--- src/rtl/addr_map_pkg.sv ---
package addr_map_pkg;
    localparam int NUM_DEV    = 7;
    localparam int DEC_W      = 5;   // A15..A11
    localparam int REGION_W   = 3;   // A15..A13
    localparam int SUB_W      = DEC_W - REGION_W;
    localparam int NUM_REGION = 1 << REGION_W;
    localparam int NUM_SUB    = 1 << SUB_W;

    localparam int DEV_HEATER  = 0;
    localparam int DEV_SENSOR  = 1;
    localparam int DEV_AIRCON  = 2;
    localparam int DEV_DISPLAY = 3;
    localparam int DEV_SETPT   = 4;
    localparam int DEV_RAM     = 5;
    localparam int DEV_ROM     = 6;

    localparam int REG_PERIPH = 4;   // 0x8000-0x9FFF
    localparam int REG_RAM    = 6;   // 0xC000-0xDFFF
    localparam int REG_ROM    = 7;   // 0xE000-0xFFFF
endpackage

--- src/rtl/addr_onehot_dec.sv ---
module addr_onehot_dec #(
    parameter int SEL_W = 3
) (
    input  logic                   en,
    input  logic [SEL_W-1:0]       sel,
    output logic [(1<<SEL_W)-1:0]  hit
);
    localparam int OUT_N = 1 << SEL_W;

    for (genvar g = 0; g < OUT_N; g++) begin : g_line
        assign hit[g] = en && (sel == SEL_W'(g));
    end
endmodule

--- src/rtl/addr_strobe_gen.sv ---
module addr_strobe_gen (
    input  logic bus_e,
    input  logic rd_nwr,
    output logic rd_n,
    output logic wr_n
);
    always_comb begin
        rd_n = !(bus_e && rd_nwr);
        wr_n = !(bus_e && !rd_nwr);
    end
endmodule

--- src/rtl/addr_select_map.sv ---
module addr_select_map
    import addr_map_pkg::*;
(
    input  logic [NUM_REGION-1:0] region_hit,
    input  logic [NUM_SUB-1:0]    sub_hit,
    input  logic                  is_read,
    output logic [NUM_DEV-1:0]    cs_n
);
    logic [NUM_DEV-1:0] active;

    always_comb begin
        active              = '0;
        active[DEV_HEATER]  = sub_hit[0] && !is_read;
        active[DEV_SENSOR]  = sub_hit[0] &&  is_read;
        active[DEV_AIRCON]  = sub_hit[1] && !is_read;
        active[DEV_DISPLAY] = sub_hit[2] && !is_read;
        active[DEV_SETPT]   = sub_hit[2] &&  is_read;
        active[DEV_RAM]     = region_hit[REG_RAM];
        active[DEV_ROM]     = region_hit[REG_ROM] && is_read;
        cs_n                = ~active;
    end
endmodule

--- src/rtl/addr_map_decoder.sv ---
module addr_map_decoder
    import addr_map_pkg::*;
(
    input  logic [DEC_W-1:0]   addr_hi,
    input  logic               bus_e,
    input  logic               rd_nwr,
    output logic [NUM_DEV-1:0] cs_n,
    output logic               rd_n,
    output logic               wr_n
);
    logic [NUM_REGION-1:0] region_hit;
    logic [NUM_SUB-1:0]    sub_hit;

    addr_onehot_dec #(.SEL_W(REGION_W)) i_region_dec (
        .en  (bus_e),
        .sel (addr_hi[DEC_W-1:SUB_W]),
        .hit (region_hit)
    );

    addr_onehot_dec #(.SEL_W(SUB_W)) i_sub_dec (
        .en  (region_hit[REG_PERIPH]),
        .sel (addr_hi[SUB_W-1:0]),
        .hit (sub_hit)
    );

    addr_select_map i_map (
        .region_hit (region_hit),
        .sub_hit    (sub_hit),
        .is_read    (rd_nwr),
        .cs_n       (cs_n)
    );

    addr_strobe_gen i_strobe (
        .bus_e  (bus_e),
        .rd_nwr (rd_nwr),
        .rd_n   (rd_n),
        .wr_n   (wr_n)
    );
endmodule

--- config.mk ---
export PLATFORM = sky130hd
export DESIGN_NAME = addr_map_decoder
export DESIGN_NICKNAME = d
export VERILOG_FILES = /design/src/rtl/addr_map_pkg.sv /design/src/rtl/addr_onehot_dec.sv /design/src/rtl/addr_strobe_gen.sv /design/src/rtl/addr_select_map.sv /design/src/rtl/addr_map_decoder.sv
export SDC_FILE = /design/constraint.sdc
export NUM_CORES = 1
export LEC_CHECK = 0
export ABC_AREA = 1
export CORE_AREA = 2 2 39 41
export DETAILED_ROUTE_END_ITERATION = 12
export DIE_AREA = 0 0 41 43
export DONT_BUFFER_PORTS = 1
export PLACE_DENSITY = 0.3
export SLEW_MARGIN = 10
export SYNTH_ARGS = -nofsm -noshare
export SYNTH_HDL_FRONTEND = slang
export SYNTH_HIERARCHICAL = 1
export SYNTH_SLANG_ARGS = --single-unit
--- constraint.sdc ---
create_clock -name vclk -period 0.8
set_clock_uncertainty 0.15 [all_clocks]
set_input_delay 0.12 -clock vclk [all_inputs]
set_output_delay 0.12 -clock vclk [all_outputs]
set_load 0.03 [all_outputs]
==> flow_summary_export.csv <==
group,metric,value,unit
floorplan,die_w,41,um
grt,grt_pass1_wl,600,um
pwr,vdd_ir_drop_max,0.0807,mV
cells_and_area,ff_latch_area,0,um2
timing,final-setup-viol-count,5,
timing,worst_slew_pin_slew,0.285,ns
synth,synth_area_per_cell,3.75,um2
grt,grt.total_usage,4.60,%
pwr,p_clk_share,0,%
floorplan,core,1380,um2
timing,slew_headroom,80.9,%
place,dpl_worst_slack,-0.179,ns
timing,period_needed,0.882,ns
cells_and_area,drive_above_1_share,71.4,%
place,gp_congestion,0.563,
pwr,sequentialPowerShare,0,%
synth,syn-instance-count,27,
grt,antenna_found_initial,0,
route,antenna_left,0,
critical_path,cp.arrival,0.61,ns
place,dp_hpwl,322,um
route,drcViolationCount,0,
run_status,status,"complete, but fails checks",
floorplan,io_pins,16,
critical_path,path_buf_inv,0,
timing,max_freq,1130,MHz
cells_and_area,seq_cell_count,0,
pwr,p_leak,0.138,nW
grt,grt_max_degree,7,
pwr,swShare,63.0,%
route,dr.pass1.iters,1,
floorplan,rows,14,
pwr,switchingPower,0.0523,mW
pwr,pwr-share-comb,100.0,%
run_status,violations,"setup timing",
timing,fin_tns_setup,-0.399,ns
cells_and_area,fin_area,279,um2
cells_and_area,clockBufferCount,0,
cells_and_area,nets,37,
pwr,pwr_density_cell,298,nW/um2
grt,first_global_vias,146,
synth,yosysWarningCount,6,
clocking,cts_post_setup_buffers_inserted,0,
critical_path,crit_path_max_incr_delay,0.14,ns
critical_path,critPathMostFrequentCell,"nand2_4",
timing,slew_viol_final,0,
critical_path,crit_path_end_kind,"output pin",
route,viasPerCell,3.43,
critical_path,critPathMaxFanout,2,
pwr,cellInternalPower,0.0307,mW
grt,overflow,0,
floorplan,initial_utilization,7.32,%
synth,syn_nets,34,
critical_path,slowest_stage,"nor2_4",
critical_path,crit_chain,"nand2_4, nor2_4, nand2_4, nor2_4, nand2_4",
timing,rsz0062_at_grt,"yes",
critical_path,crit_path_start_kind,"input port",
timing,setup_ws,-0.0820,ns
place,placed_area,166,um2
place,port_buffers,0,
critical_path,critPathKind,"input port to output pin",
cells_and_area,utilization,20.2,%
worst_hold_path,hold_class,"input port to output pin",
floorplan,die_area,1760,um2
critical_path,required,0.53,ns
synth,syn_area,101,um2
run,cap_violations,0,
floorplan,die_y,43,um
route,routedWlPerCell,9.02,um
route,vias,151,
route,drtIter0Drc,0,
timing,timing.final.crit_share,110,%
route,wl,397,um
cells_and_area,area_growth,175,%
cells_and_area,n_antenna_cell,0,
timing,hold_viol_final,0,
critical_path,path_delay_family,"simple AND/OR/NAND/NOR gates",
-- power groups by stage --
| stage | clock network [mW] | logic (mW) | registers [mW] |
|---|---|---|---|
| after floorplan | 0 | 0.0481 | 0 |
| final | 0 | 0.0831 | 0 |
| after CTS | 0 | 0.0747 | 0 |
| after global placement | 0 | 0.0551 | 0 |
| after detailed placement | 0 | 0.0550 | 0 |
| after global routing | 0 | 0.0906 | 0 |
-- stage by stage --
stage | power [mW] | std cells | hold slack (ns)
floorplan | 0.0481 | 27 | 0.195
global placement | 0.0551 | 44 | 0.199
detailed placement | 0.0550 | 44 | 0.200
CTS | 0.0747 | 44 | 0.155
global route | 0.0906 | 44 | 0.159
finish | 0.0831 | 44 | 0.155
-- final timing paths --
path                  slack (ns)  startpoint  endpoint  cells after the start
worst max-delay path       -0.08  addr_hi[4]   cs_n[4]                      5
worst min-delay path        0.16      rd_nwr   cs_n[6]                      1
-- final cells by class --
type,count,area [um2]
Fill cell,167,1100
Inverter,7,78.8
Multi-Input combinational cell,20,173
Tap cell,16,20.0
Timing Repair Buffer,1,7.51
-- layout by cell type (no fill, tap or decap) --
cell	count
nand2_2	1
inv_2	2
nand2_1	5
nor2_2	2
inv_1	3
nor2_4	4
nand2_4	8
clkinv_16	2
buf_4	1
-- what timing repair did --
| item | 4_1_cts | 5_1_grt |
|---|---|---|
| hold buffers | 0 | 0 |
| pin swaps | 9 | 9 |
| resized for setup | 16 | 9 |
| endpoints found under the setup margin | 7 | 7 |
-- metal layers --
| metal | routed length (um) | global-route usage (%) | share of wire [%] | up-vias |
|---|---|---|---|---|
| met5 | 0 | 0 | 0 | - |
| met4 | 0 | 0 | 0 | 0 |
| met3 | 61 | 0.524 | 15 | 0 |
| met2 | 218 | 8.75 | 55 | 10 |
| met1 | 117 | 5.38 | 29 | 67 |
| li1 | - | - | - | 74 |
No activity file was read; power rests on OpenSTA's default activity.
